## src/rtl/busreq_arb_pkg.sv

```systemverilog
`timescale 1ns/1ps
package busreq_arb_pkg;

    typedef enum logic [1:0] {
        POL_FIXED   = 2'b00,
        POL_ROTATE  = 2'b01,
        POL_SINGLE  = 2'b10,
        POL_SINGLE2 = 2'b11
    } policy_e;

    typedef enum logic [1:0] {
        ST_IDLE  = 2'b00,
        ST_OFFER = 2'b01,
        ST_OWNED = 2'b10
    } arb_state_e;

    function automatic logic pol_is_single(policy_e p);
        return p[1];
    endfunction

endpackage

```

## src/rtl/busreq_sync.sv

```systemverilog
`timescale 1ns/1ps
module busreq_sync #(
    parameter int unsigned WIDTH   = 1,
    parameter int unsigned STAGES  = 2,
    parameter logic        RST_VAL = 1'b1
) (
    input  logic             clk,
    input  logic             rst,
    input  logic [WIDTH-1:0] din,
    output logic [WIDTH-1:0] dout
);

    logic [WIDTH-1:0] stage_q [STAGES];

    always_ff @(posedge clk) begin
        if (rst) begin
            for (int s = 0; s < STAGES; s++) begin
                stage_q[s] <= {WIDTH{RST_VAL}};
            end
        end else begin
            stage_q[0] <= din;
            for (int s = 1; s < STAGES; s++) begin
                stage_q[s] <= stage_q[s-1];
            end
        end
    end

    assign dout = stage_q[STAGES-1];

endmodule

```

## src/rtl/busreq_pick.sv

```systemverilog
`timescale 1ns/1ps
module busreq_pick
    import busreq_arb_pkg::*;
#(
    parameter int unsigned LEVELS = 4,
    parameter int unsigned LVL_W  = 2
) (
    input  logic [LEVELS-1:0] req_act,
    input  policy_e           pol,
    input  logic [LVL_W-1:0]  last_lvl,
    output logic              found,
    output logic [LVL_W-1:0]  pick
);

    logic [LVL_W-1:0] idx;

    always_comb begin
        found = 1'b0;
        pick  = '0;
        idx   = '0;
        if (pol_is_single(pol)) begin
            found = req_act[LEVELS-1];
            pick  = LVL_W'(LEVELS-1);
        end else if (pol == POL_ROTATE) begin
            // later hits override: s == 1 (one below last) wins
            for (int s = LEVELS; s >= 1; s--) begin
                idx = last_lvl - LVL_W'(s);
                if (req_act[idx]) begin
                    found = 1'b1;
                    pick  = idx;
                end
            end
        end else begin
            // ascending scan: highest pending level wins
            for (int i = 0; i < LEVELS; i++) begin
                if (req_act[i]) begin
                    found = 1'b1;
                    pick  = LVL_W'(i);
                end
            end
        end
    end

endmodule

```

## src/rtl/busreq_grant_fsm.sv

```systemverilog
`timescale 1ns/1ps
module busreq_grant_fsm
    import busreq_arb_pkg::*;
#(
    parameter int unsigned LEVELS         = 4,
    parameter int unsigned LVL_W          = 2,
    parameter int unsigned TIMEOUT_CYCLES = 16,
    parameter int unsigned TMR_W          = 5
) (
    input  logic              clk,
    input  logic              rst,
    input  logic              busy_act,
    input  logic              found,
    input  logic [LVL_W-1:0]  pick,
    output logic [LEVELS-1:0] grant_vec,
    output logic [LVL_W-1:0]  cur_lvl,
    output logic              owned
);

    localparam logic [TMR_W-1:0] TMR_LAST = TMR_W'(TIMEOUT_CYCLES - 1);

    arb_state_e       st_q;
    logic [LVL_W-1:0] lvl_q;
    logic [TMR_W-1:0] tmr_q;

    always_ff @(posedge clk) begin
        if (rst) begin
            st_q  <= ST_IDLE;
            lvl_q <= '0;
            tmr_q <= '0;
        end else begin
            case (st_q)
                ST_IDLE: begin
                    if (!busy_act && found) begin
                        st_q  <= ST_OFFER;
                        lvl_q <= pick;
                        tmr_q <= '0;
                    end
                end
                ST_OFFER: begin
                    if (busy_act) begin
                        st_q <= ST_OWNED;
                    end else if (tmr_q == TMR_LAST) begin
                        st_q <= ST_IDLE;
                    end else begin
                        tmr_q <= tmr_q + TMR_W'(1);
                    end
                end
                ST_OWNED: begin
                    if (!busy_act) begin
                        st_q <= ST_IDLE;
                    end
                end
                default: st_q <= ST_IDLE;
            endcase
        end
    end

    always_comb begin
        grant_vec = '0;
        if (st_q == ST_OFFER) begin
            grant_vec[lvl_q] = 1'b1;
        end
    end

    assign cur_lvl = lvl_q;
    assign owned   = (st_q == ST_OWNED);

endmodule

```

## src/rtl/busreq_arbiter.sv

```systemverilog
`timescale 1ns/1ps
module busreq_arbiter
    import busreq_arb_pkg::*;
#(
    parameter int unsigned LEVELS         = 4,
    parameter int unsigned SYNC_STAGES    = 2,
    parameter int unsigned TIMEOUT_CYCLES = 16
) (
    input  logic              clk,
    input  logic              rst,
    input  logic [1:0]        policy,
    input  logic [LEVELS-1:0] req_n,
    input  logic              busy_n,
    output logic [LEVELS-1:0] grant_n,
    output logic              clear_n
);

    localparam int unsigned LVL_W  = (LEVELS > 1) ? $clog2(LEVELS) : 1;
    localparam int unsigned TMR_W  = $clog2(TIMEOUT_CYCLES + 1);
    localparam int unsigned SYNC_W = LEVELS + 1;

    policy_e           pol;
    logic [SYNC_W-1:0] line_sync;
    logic [LEVELS-1:0] req_act;
    logic              busy_act;
    logic              found;
    logic [LVL_W-1:0]  pick;
    logic [LEVELS-1:0] grant_vec;
    logic [LVL_W-1:0]  cur_lvl;
    logic              owned;
    logic              higher_pending;

    assign pol = policy_e'(policy);

    busreq_sync #(
        .WIDTH  (SYNC_W),
        .STAGES (SYNC_STAGES),
        .RST_VAL(1'b1)
    ) u_sync (
        .clk (clk),
        .rst (rst),
        .din ({busy_n, req_n}),
        .dout(line_sync)
    );

    assign req_act  = ~line_sync[LEVELS-1:0];
    assign busy_act = ~line_sync[LEVELS];

    busreq_pick #(
        .LEVELS(LEVELS),
        .LVL_W (LVL_W)
    ) u_pick (
        .req_act (req_act),
        .pol     (pol),
        .last_lvl(cur_lvl),
        .found   (found),
        .pick    (pick)
    );

    busreq_grant_fsm #(
        .LEVELS        (LEVELS),
        .LVL_W         (LVL_W),
        .TIMEOUT_CYCLES(TIMEOUT_CYCLES),
        .TMR_W         (TMR_W)
    ) u_fsm (
        .clk      (clk),
        .rst      (rst),
        .busy_act (busy_act),
        .found    (found),
        .pick     (pick),
        .grant_vec(grant_vec),
        .cur_lvl  (cur_lvl),
        .owned    (owned)
    );

    always_comb begin
        higher_pending = 1'b0;
        for (int i = 0; i < LEVELS; i++) begin
            if (req_act[i] && (LVL_W'(i) > cur_lvl)) begin
                higher_pending = 1'b1;
            end
        end
    end

    assign grant_n = ~grant_vec;
    assign clear_n = !((pol == POL_FIXED) && owned && busy_act && higher_pending);

endmodule

```

## config.mk

```make
export PLATFORM = sky130hd
export DESIGN_NAME = busreq_arbiter
export DESIGN_NICKNAME = d
export VERILOG_FILES = /design/src/rtl/busreq_arb_pkg.sv /design/src/rtl/busreq_sync.sv /design/src/rtl/busreq_pick.sv /design/src/rtl/busreq_grant_fsm.sv /design/src/rtl/busreq_arbiter.sv
export SDC_FILE = /design/constraint.sdc
export NUM_CORES = 1
export LEC_CHECK = 0
export BUFFER_PORTS_ARGS = -buffer_cell sky130_fd_sc_hd__buf_2
export CORE_UTILIZATION = 55
export CTS_CLUSTER_SIZE = 40
export DETAILED_ROUTE_END_ITERATION = 7
export PLACE_DENSITY_LB_ADDON = 0.3
export SLEW_MARGIN = 5
export SYNTH_ARGS = -nofsm -noshare
export SYNTH_HDL_FRONTEND = slang
export SYNTH_SLANG_ARGS = --single-unit
```

## constraint.sdc

```tcl
create_clock -name clk -period 2.75 [get_ports clk]
set_input_delay 0.4125 -clock clk [delete_from_list [all_inputs] [get_ports clk]]
set_output_delay 0.4125 -clock clk [all_outputs]
set_load 0.05 [all_outputs]
```

== Yosys cells after proc, flatten, opt, wreduce, memory -nomap -nowiden ==
Memory sizes are Yosys's and may differ from the RTL's.
Cells that the tools add are included.

* Register bits after elaboration: 9
* Bits in writable memories: 10
* Memories kept: 1

{| class="wikitable"
|+ Memory list
! name !! words !! bits a word !! rd ports !! clocked after Yosys merged registers in !! write ports !! RTL line !! text
|-
| u_sync.stage_q || 2 || 5 || 2 || 0 || 2 || busreq_sync.sv:13 || <nowiki>logic [WIDTH-1:0] stage_q [STAGES];</nowiki>
|}

* Multiplexer cells: 48
* Order comparisons: 9
* Equal/unequal tests: 10
* Bitwise gates (word level): 5
* $add $sub $neg: 4
* Reduce and logical (&&, ||, !) cells: 16

{| class="wikitable"
|+ Operators with widths
! cell !! count
|-
| $mux W5 || 5
|-
| $mux W2 || 12
|-
| $mux W1 || 23
|-
| $lt A2 B3 Y1 const B || 4
|-
| $pmux W5 S2 || 1
|-
| $logic_and A1 B1 Y1 || 9
|-
| $bmux W1 S2 || 4
|-
| $not A4 Y4 || 2
|-
| $ne A2 B2 Y1 const B || 3
|-
| $ne A6 B6 Y1 const B || 1
|-
| $pmux W2 S3 || 1
|-
| $reduce_and A3 Y1 || 2
|-
| $add A5 B1 Y5 const B || 1
|-
| $eq A5 B4 Y1 const B || 1
|-
| $eq A2 B1 Y1 const B || 2
|-
| $gt A1 B2 Y1 const A || 2
|-
| $gt A2 B2 Y1 const A || 2
|-
| $logic_not A2 Y1 || 2
|-
| $mux W4 || 1
|-
| $reduce_and A4 Y1 || 1
|-
| $sub A2 B2 Y2 const B || 2
|-
| $ne A3 B2 Y1 const B || 1
|-
| $demux W1 S2 || 1
|-
| $eq A2 B2 Y1 const B || 1
|-
| 7 further kinds || 8
|}

== Logic depth before layout (Yosys ltp) ==
Gate-level depths: netlist of run 1.
An unclocked memory read counts as a cell.

* Depth after elaboration: 13
* Depth in mapped cells: 9
* Depth with buffers taken out: 8

== By module ==
From an unflattened synthesis of run 1, not the netlist that was laid out.

* Cell total of the unflattened synthesis: 105
* Area, all modules: 889.6 um2

{| class="wikitable"
|+ Modules (own cells, without submodules)
! module !! cells each !! area each (um2) !! sequential area each (um2) !! instances
|-
| busreq_grant_fsm || 51 || 432.9 || 180.2 || 1
|-
| busreq_sync || 25 || 300.3 || 200.2 || 1
|-
| busreq_pick || 15 || 93.8 || 0.0 || 1
|-
| busreq_arbiter || 14 || 62.6 || 0.0 || 1
|}

== Worst setup path after synthesis of run 1 ==
Ideal clock, no wire load.

* Path kind: reg2out
* Start point: register u_fsm.lvl_q[0], in the netlist u_fsm.cur_lvl[0]
* End point: output clear_n
* Buffers on the path: 1
* Required time: 2.338 ns
* Arrival time: 1.946 ns
* Slack: 0.391 ns
* Cell stages (with the launch flop): 7
* Cell sequence: dfxtp_1 > buf_6 > inv_1 > ha_1 > inv_1 > o22ai_1 > o21ai_0

* Longest elaborated chain between the ends: 8
* Elaborated cells between the ends (all ways): 14
* Classes of those cells: order compare: 4; mux: 4; reduce/logical: 6

{| class="wikitable"
|+ Ends and longest elaborated chain
! what !! RTL line !! text
|-
| start, declared || busreq_grant_fsm.sv:23 || <nowiki>logic [LVL_W-1:0] lvl_q;</nowiki>
|-
| start signal, assigned || busreq_grant_fsm.sv:36 || <nowiki>lvl_q <= pick;</nowiki>
|-
| $gt A1 B2 Y1 || busreq_arbiter.sv:79 || <nowiki>if (req_act[i] && (LVL_W'(i) > cur_lvl)) begin</nowiki>
|-
| $logic_and A1 B1 Y1 || busreq_arbiter.sv:79 ||
|-
| $mux W1 (3 in a row) || busreq_arbiter.sv:79 ||
|-
| $mux W1 * || busreq_arbiter.sv:79 ||
|-
| $logic_and A1 B1 Y1 * || busreq_arbiter.sv:86 || <nowiki>assign clear_n = !((pol == POL_FIXED) && owned && busy_act && higher_pending);</nowiki>
|-
| $logic_not A1 Y1 * || busreq_arbiter.sv:86 ||
|-
| end, declared || busreq_arbiter.sv:15 || <nowiki>output logic clear_n</nowiki>
|}

Mark *: on every way between the ends. The rest lies on a longest branch, timed or not.

== Worst setup path in the final report of run 1 ==
* Start point: register u_fsm.lvl_q[0], in the netlist u_fsm.cur_lvl[0]
* End point: register u_fsm.lvl_q[0], in the netlist u_fsm.cur_lvl[0]

* Longest elaborated chain between the ends: 10
* Elaborated cells between the ends (all ways): 25
* Classes of those cells: add/sub: 3; eq/ne: 1; mux: 19; reduce/logical: 2

{| class="wikitable"
|+ Ends and longest elaborated chain
! what !! RTL line !! text
|-
| $sub A2 B2 Y2 or $bmux W1 S2 (tied branches) || busreq_pick.sv:27, busreq_pick.sv:28 ||
|-
| $bmux W1 S2 or $mux W1 (tied branches) || busreq_pick.sv:28 || <nowiki>if (req_act[idx]) begin</nowiki>
|-
| $mux W1 (not written as such) || busreq_pick.sv:28 ||
|-
| $mux W1 (3 in a row) || busreq_pick.sv:28 ||
|-
| $mux W1 || busreq_pick.sv:24 || <nowiki>end else if (pol == POL_ROTATE) begin</nowiki>
|-
| $mux W1 || busreq_pick.sv:21 || <nowiki>if (pol_is_single(pol)) begin</nowiki>
|-
| $logic_and A1 B1 Y1 || busreq_grant_fsm.sv:34 || <nowiki>if (!busy_act && found) begin</nowiki>
|-
| $reduce_and A3 Y1 (no line) || n/a ||
|}

Parallel ways exist; a longest one is shown, timed or not. The select of a mux whose other input is x is not followed.
A chain may end at the register's enable or synchronous reset.

==> tab_implementation.tex, run 1 <==
\begin{tabular}{lr}
\hline
Metric & Value \\
\hline
\multicolumn{2}{l}{\textbf{Drt}} \\
Final routed wirelength across all metal layers & 1.99 mm \\
Via/cell ratio & 5.77 \\
Avg WL per Cell & 13.3 um \\
Number of search-and-repair iterations in the first detailed-routing pass & 4 \\
Drc violations & 0 \\
Post-route ant nets & 0 \\
Via count & 866 \\
Initial DRC count & 16 \\
\multicolumn{2}{l}{\textbf{CTS}} \\
Clock tree from TritonCTS & built \\
Htree depth & 1 \\
Post-cts gate resize count & 0 \\
Number of hold-repair buffers added at the cts stage & 0 \\
Clock edge transition at the registers on the reported setup and hold paths & 0.10 ns \\
Clock buffer count from CTS & 3 \\
Maximum count of clock buffers along a single path & 2 \\
Clk Tree Root Cell & clkbuf\_4 \\
TritonCTS Sinks & 19 \\
Clock latency of the later-clocked register in the worst-skew pair & 0.29 ns \\
Number of setup buffers added after CTS & 0 \\
\multicolumn{2}{l}{\textbf{STA}} \\
Max-slew violation count & 0 \\
Setup repair after global routing missed its margin & no \\
Final setup viols & 0 \\
Part of the cycle the worst path needs & 0.868 \\
Final Worst Setup Slack & 0.362 ns \\
Final Skew & 0.00943 ns \\
Normalized max-slew margin & 0.693 \\
Final hold violation count & 0 \\
Slew of the pin with the lowest slew margin & 0.460 ns \\
Post-Route Hold Slack & 0.301 ns \\
Final-layout setup total negative slack & 0 ns \\
Final critical path time including I/O delays and setup & 2.39 ns \\
Peak clock frequency supported by timing & 419 MHz \\
\multicolumn{2}{l}{\textbf{Place}} \\
Port Buffer Count & 13 \\
Weighted congestion at the end of routability-driven global placement & 0.891 \\
Total instance count after detailed placement & 146 \\
Total cell area at the placement stage & 1130 sq um \\
Pre-CTS setup slack & 0.368 ns \\
HPWL after detailed placement & 1.48 mm \\
\multicolumn{2}{l}{\textbf{Logic synthesis}} \\
Mapped Nets & 131 \\
Part of the Yosys area used for sequential elements & 0.346 \\
Count of flip-flops with a built-in enable after synthesis & 0 \\
Share of synthesized flip-flops with an asynchronous set or reset & 0 \\
Number of synthesized register bits & 19 \\
Synthesized netlist cell count & 115 \\
Count of different cell masters after synthesis & 42 \\
Synthesized area divided by synthesized cell count & 9.56 sq um \\
Mapped Area & 1100 sq um \\
Most frequently used flop master after synthesis & dfxtp\_1 \\
Warnings from Yosys & 0 \\
\multicolumn{2}{l}{\textbf{Worst setup path}} \\
Cell-by-cell listing of the critical path & inv\_1 > ha\_1 > mux4\_2 > nor2b\_1 > a2111oi\_4 > nor2\_1 > a311oi\_1 \\
Critical path buffer and inverter count & 1 \\
CP top delay family & compound AO/OA/AOI/OAI gates \\
Critical path class & register to register \\
Data required time at the worst endpoint & 2.95 ns \\
Maximum fanout count along the critical path & 12 \\
Largest stage delay on the critical path & 0.62 ns \\
Data arrival, critical path & 2.59 ns \\
Slowest-stage cell, CP & dfxtp\_1 \\
Sort of element at the end of the critical path & register \\
Crit start category & register \\
\multicolumn{2}{l}{\textbf{Global routing}} \\
Number of global-route vias before repair & 752 \\
First-pass GRT wire length & 3.21 mm \\
Overflow left after global routing & 0 \\
Maximum number of pins on one net before global-route repair & 20 \\
Total GRT Usage & 0.207 \\
Initial antenna violation count & 0 \\
\multicolumn{2}{l}{\textbf{Cells and area}} \\
Layout fillers & 170 \\
Design Area, Final & 1160 sq um \\
Core Util, Final & 0.644 \\
Area Growth Syn to Fin & 5.57\% \\
Antenna diode count & 0 \\
Share of post-route cells with drive strength above 1 & 0.296 \\
Fin nets & 142 \\
Cell Count, Final, Fillers Out & 150 \\
\multicolumn{2}{l}{\textbf{Die}} \\
Die height & 46.7 um \\
I/O pin total & 14 \\
Site Rows & 15 \\
Effective utilization at floorplan & 0.610 \\
X dimension of the die & 46.7 um \\
Placeable core region & 1800 sq um \\
Die Area & 2180 sq um \\
\multicolumn{2}{l}{\textbf{Pwr}} \\
Cell Int Power & 405 uW \\
Cell leakage power & 0.444 nW \\
Sw Ratio & 0.294 \\
Switching power of the nets & 168 uW \\
Clock power frac & 0.234 \\
Share of power burned in combinational logic & 0.218 \\
Portion of total power attributed to sequential cells & 0.548 \\
Power after layout & 574 uW \\
Areal power density over the cells & 494 nW/um\^{}2 \\
Highest ir drop seen on vdd & 0.000272 V \\
\multicolumn{2}{l}{\textbf{Run status}} \\
Run status & finished clean \\
\multicolumn{2}{l}{\textbf{Flow run}} \\
Maximum Capacitance Violations & 0 \\
\multicolumn{2}{l}{\textbf{Min path}} \\
Worst min-delay path class & input pin to register \\
\hline
\end{tabular}
==> metal layers <==
layer  share of wire  GRT usage
met1            0.45      0.262
met4           0.013     0.0686
met5               0          0
met2            0.50      0.356
met3           0.038     0.0353
==> power groups by stage <==
stage	clock network, mW	logic, mW	registers (mW)
6_report	0.134	0.125	0.314
5_1_grt	0.149	0.137	0.318
4_1_cts	0.141	0.125	0.314
3_5_place_dp	0	0.125	0.320
3_3_place_gp	0	0.121	0.319
2_1_floorplan	0	0.115	0.307
==> placed cells by master (no fill, tap or decap), drive strengths merged, types with 3 or more instances in the layout <==
cell,count
nor2,5
nor2b,3
clkbuf,4
nor3,4
buf,13
nand2,10
inv,5
dfxtp,19
mux4,3
a21oi,9
or2,12
ha,7
nand3,3
a211oi,3
==> area by class of cell <==
class	instances	area, sq um	area share
multi-input cells	84	637	0.548
flip-flops and latches	19	380	0.328
repair buffers	13	65.1	0.0560
well taps	25	31.3	0.0269
clock buffers	4	26.3	0.0226
inverters	5	21.3	0.0183
==> cell usage after synthesis (all sizes together), types with 3 or more instances <==
cell type | count | area, sq um
dfxtp | 19 | 380
or2 | 12 | 75.1
nand2 | 10 | 37.5
a21oi | 9 | 45.0
ha | 7 | 87.6
inv | 5 | 21.3
nor2 | 5 | 18.8
buf | 4 | 38.8
nor3 | 4 | 20.0
a211oi | 3 | 22.5
clkbuf | 3 | 22.5
mux4 | 3 | 71.3
nand3 | 3 | 15.0
nor2b | 3 | 18.8
==> final timing paths <==
path	to	cells after the start	slack, ns	start
worst min register to register	u_sync.stage_q[0][9]	1	0.41	u_sync.stage_q[0][4]
worst max register to register	u_fsm.cur_lvl[0]	7	0.36	u_fsm.cur_lvl[0]
worst min-delay path	u_sync.stage_q[0][2]	2	0.30	req_n[2]
worst max-delay path	u_fsm.cur_lvl[0]	7	0.36	u_fsm.cur_lvl[0]
==> worst register-to-register path: cells and delay by family (launching register included) <==
family	cells	cell delay, ns
buffers and inverters	1	0.17
AND/OR/NAND/NOR	2	0.24
multiplexers	1	0.28
flip-flops	1	0.62
AO/OA/AOI/OAI	2	0.65
adder cells (fa/ha/maj)	1	0.34
==> state kept, by name, indices dropped and copies added, names as in the netlist <==
name / count
u_sync.stage_q: 10
u_fsm.cur_lvl: 2
u_fsm.st_q: 2
u_fsm.tmr_q: 5
==> cell families (layout without fill, tap and decap cells) <==
group | count (synthesis) | after routing | synth area share
AOI/OAI and AO/OA | 25 | 25 | 0.174
adders and majority gates | 7 | 7 | 0.0796
muxes | 5 | 5 | 0.0842
and+or+nand+nor | 47 | 47 | 0.241
buffers and inverters | 12 | 22 | 0.0751
DFF | 19 | 19 | 0.346
Power figures use the tool's default switching activity.
==> run 2, diff against run 1 <==
Settings changed: CORE_UTILIZATION 55 to 53, SYNTH_HIERARCHICAL set to 1.
==> tab_implementation.tex, run 2 <==
\begin{tabular}{lr}
\hline
Metric & Value \\
\hline
\multicolumn{2}{l}{\textbf{Global routing}} \\
First-pass GRT wire length & 2.59 mm (was 3.21 mm) \\
Number of global-route vias before repair & 626 (was 752) \\
Global Route met3 Usage & 0.0383 (was 0.0353) \\
Initial antenna violation count & 0 (unchanged) \\
Met1 usage & 0.243 (was 0.262) \\
Met2 capacity usage during global routing & 0.300 (was 0.356) \\
Overflow left after global routing & 0 (unchanged) \\
Total GRT Usage & 0.183 (was 0.207) \\
Maximum number of pins on one net before global-route repair & 20 (unchanged) \\
Grt peak-use layer & met2 (unchanged) \\
\multicolumn{2}{l}{\textbf{STA}} \\
Post-Route Hold Slack & 0.292 ns (was 0.301 ns) \\
Max-slew violation count & 0 (unchanged) \\
Peak clock frequency supported by timing & 497 MHz (was 419 MHz) \\
Final Skew & 0.0128 ns (was 0.00943 ns) \\
Final-layout setup total negative slack & 0 ns (unchanged) \\
Part of the cycle the worst path needs & 0.731 (was 0.868) \\
Final setup viols & 0 (unchanged) \\
Final hold violation count & 0 (unchanged) \\
Final critical path time including I/O delays and setup & 2.01 ns (was 2.39 ns) \\
Setup repair after global routing missed its margin & no (unchanged) \\
Normalized max-slew margin & 0.721 (was 0.693) \\
Slew of the pin with the lowest slew margin & 0.418 ns (was 0.460 ns) \\
Final Worst Setup Slack & 0.739 ns (was 0.362 ns) \\
\multicolumn{2}{l}{\textbf{CTS}} \\
Clock buffer count from CTS & 3 (unchanged) \\
Maximum count of clock buffers along a single path & 2 (unchanged) \\
Post-cts gate resize count & 0 (unchanged) \\
TritonCTS Sinks & 19 (unchanged) \\
Htree depth & 1 (unchanged) \\
Clock latency of the later-clocked register in the worst-skew pair & 0.29 ns (about the same) \\
Clock edge transition at the registers on the reported setup and hold paths & 0.11 ns (was 0.10 ns) \\
Clock tree from TritonCTS & built (unchanged) \\
Number of setup buffers added after CTS & 0 (unchanged) \\
Clk Tree Root Cell & clkbuf\_4 (unchanged) \\
Number of hold-repair buffers added at the cts stage & 0 (unchanged) \\
\multicolumn{2}{l}{\textbf{Logic synthesis}} \\
Most frequently used flop master after synthesis & dfxtp\_1 (unchanged) \\
Mapped Area & 890 sq um (was 1100 sq um) \\
Count of different cell masters after synthesis & 31 (was 42) \\
Biggest area consumer among synthesized cells & dfxtp\_1 (unchanged) \\
Share of synthesized flip-flops with an asynchronous set or reset & 0 (unchanged) \\
Area share of the leading cell type in the synthesized netlist & 0.428 (was 0.346) \\
Complex-gate fraction of the synthesized area & 0.134 (was 0.174) \\
Most frequent cells after synthesis & 19 x dfxtp\_1, 12 x inv\_1, 10 x nor2\_1, 10 x or2\_1, 7 x a21oi\_1 (was 19 x dfxtp\_1, 10 x nand2\_1, 10 x or2\_2, 9 x a21oi\_1, 7 x ha\_1) \\
Dominant combinational cell family by area after synthesis & simple AND/OR/NAND/NOR gates (unchanged) \\
Dominant cell by count in the synthesized netlist & dfxtp\_1 (unchanged) \\
Post-synthesis share of cell area spent on and, or, nand and nor gates & 0.267 (was 0.241) \\
Number of synthesized register bits & 19 (unchanged) \\
Mapped Nets & 116 (was 131) \\
Warnings from Yosys & 6 (was 0) \\
Synthesized-area fraction occupied by xor and xnor cells & 0 (unchanged) \\
Count of flip-flops with a built-in enable after synthesis & 0 (unchanged) \\
Share of synthesized area spent on multiplexers & 0.0464 (was 0.0842) \\
Share of synthesized cell area in full adder, half adder and majority cells & 0.0281 (was 0.0796) \\
Part of the Yosys area used for sequential elements & 0.428 (was 0.346) \\
Synthesized netlist cell count & 105 (was 115) \\
Dominant cells by area after synthesis & dfxtp\_1 43\%, or2\_1 7.0\%, inv\_1 5.1\%, buf\_4 4.2\%, nor2\_1 4.2\% (was dfxtp\_1 35\%, ha\_1 8.0\%, or2\_2 5.7\%, a21oi\_1 4.1\%, mux4\_2 4.1\%) \\
Synthesized area divided by synthesized cell count & 8.47 sq um (was 9.56 sq um) \\
\multicolumn{2}{l}{\textbf{Cells and area}} \\
Leading cell types in the layout, fill and taps excluded & 19 x dfxtp\_1, 13 x buf\_2, 12 x inv\_1, 10 x nor2\_1, 10 x or2\_1 (was 19 x dfxtp\_1, 13 x buf\_2, 10 x nand2\_1, 10 x or2\_2, 9 x a21oi\_1) \\
Reg with most FFs & u\_sync/stage\_q (was u\_sync.stage\_q) \\
Largest registers & u\_sync/stage\_q (10), u\_fsm/tmr\_q (5) (was u\_sync.stage\_q (10), u\_fsm.tmr\_q (5)) \\
Most common cell after layout, fill and taps aside & dfxtp\_1 (unchanged) \\
Flip-flop count of the largest register, all copies and words added & 10 (unchanged) \\
Antenna diode count & 0 (unchanged) \\
Area Growth Syn to Fin & 7.88\% (was 5.57\%) \\
Share of post-route cells with drive strength above 1 & 0.155 (was 0.296) \\
Fin nets & 128 (was 142) \\
\multicolumn{2}{l}{\textbf{Pwr}} \\
Areal power density over the cells & 516 nW/um\^{}2 (was 494 nW/um\^{}2) \\
Cell leakage power & 0.422 nW (was 0.444 nW) \\
Highest ir drop seen on vdd & 0.000329 V (was 0.000272 V) \\
\multicolumn{2}{l}{\textbf{Die}} \\
I/O pin total & 14 (unchanged) \\
Placeable core region & 1540 sq um (was 1800 sq um) \\
Site Rows & 14 (was 15) \\
Die height & 43.0 um (was 46.7 um) \\
X dimension of the die & 43.0 um (was 46.7 um) \\
Die Area & 1850 sq um (was 2180 sq um) \\
Effective utilization at floorplan & 0.577 (was 0.610) \\
\multicolumn{2}{l}{\textbf{Worst setup path}} \\
Data required time at the worst endpoint & 2.98 ns (was 2.95 ns) \\
Sort of element at the end of the critical path & register (unchanged) \\
Maximum fanout count along the critical path & 8 (was 12) \\
Crit start category & register (unchanged) \\
Critical path class & register to register (unchanged) \\
Data arrival, critical path & 2.24 ns (was 2.59 ns) \\
\multicolumn{2}{l}{\textbf{Drt}} \\
Via/cell ratio & 5.36 (was 5.77) \\
Avg WL per Cell & 10.5 um (was 13.3 um) \\
Number of search-and-repair iterations in the first detailed-routing pass & 4 (unchanged) \\
Post-route ant nets & 0 (unchanged) \\
Via count & 708 (was 866) \\
Final routed wirelength across all metal layers & 1.38 mm (was 1.99 mm) \\
Drc violations & 0 (unchanged) \\
Initial DRC count & 12 (was 16) \\
\multicolumn{2}{l}{\textbf{Place}} \\
Port Buffer Count & 13 (unchanged) \\
Weighted congestion at the end of routability-driven global placement & 0.766 (was 0.891) \\
Pre-CTS setup slack & 0.771 ns (was 0.368 ns) \\
HPWL after detailed placement & 1.02 mm (was 1.48 mm) \\
\multicolumn{2}{l}{\textbf{Flow run}} \\
Maximum Capacitance Violations & 0 (unchanged) \\
\multicolumn{2}{l}{\textbf{Run status}} \\
Run status & finished clean (unchanged) \\
\multicolumn{2}{l}{\textbf{Min path}} \\
Worst min-delay path class & input pin to register (unchanged) \\
\hline
\end{tabular}
-- run 2: cell types whose count changed after synthesis, moves of 3 or more --
| cell | previous run | this run |
|---|---|---|
| or2_2 | 10 | 0 |
| nand2_1 | 10 | 5 |
| inv_1 | 4 | 12 |
| buf_4 | 0 | 5 |
| nor2_1 | 5 | 10 |
| or2_1 | 2 | 10 |
| buf_6 | 3 | 0 |
| ha_1 | 7 | 2 |
-- run 2: metrics by stage --
| step | total power [mW] | cell area (sq um) | std cells | util |
|---|---|---|---|---|
| floorplan | 0.353 | 890 | 105 | - |
| global placement | 0.365 | 933 | 128 | 0.606 |
| detailed placement | 0.368 | 933 | 128 | 0.606 |
| CTS | 0.497 | 960 | 132 | 0.623 |
| global route | 0.523 | 960 | 132 | 0.623 |
| finish | 0.495 | 960 | 132 | 0.623 |
-- run 2: worst paths after layout --
path / start / end / slack [ns] / cells past startpoint
max reg2reg: u_fsm/tmr_q[0] / u_fsm/tmr_q[4] / 0.74 / 7
min reg2reg: u_sync/stage_q[0][1] / u_sync/stage_q[0][6] / 0.41 / 1
min: busy_n / u_sync/stage_q[0][4] / 0.29 / 2
max: u_fsm/tmr_q[0] / u_fsm/tmr_q[4] / 0.74 / 7
-- run 2: cells by family after synthesis --
group | count (synthesis)
simple gates | 45
flops | 19
buf+inv | 18
compound gates | 17
mux | 4
fa+ha+maj | 2
-- run 2: power by group --
group          internal (mW)  switching, mW  total (mW)
sequential             0.287         0.0113       0.298
combinational         0.0260         0.0373      0.0633
clock                 0.0563         0.0773       0.134
total                  0.369          0.126       0.495
-- run 2: cell type report --
type                    count  area, sq um
clock buffers               4         26.3
inverters                  12         45.0
fillers                   135          582
well taps                  16         20.0
multi-input cells          68          423
repair buffers             13         65.1
flip-flops and latches     19          380
-- run 2: worst max-delay path, cell delays in order (launching register included) --
cell	delay, ns
dfxtp_1	0.36
ha_1	0.23
and3_1	0.19
ha_1	0.18
nand2b_1	0.14
a211o_1	0.38
or3_1	0.33
a21oi_1	0.14
-- run 2: per-layer routing --
metal	part of all wire	wire length (um)
met5	0	0
met2	0.45	629
met4	0.0022	3
met1	0.50	690
met3	0.044	61
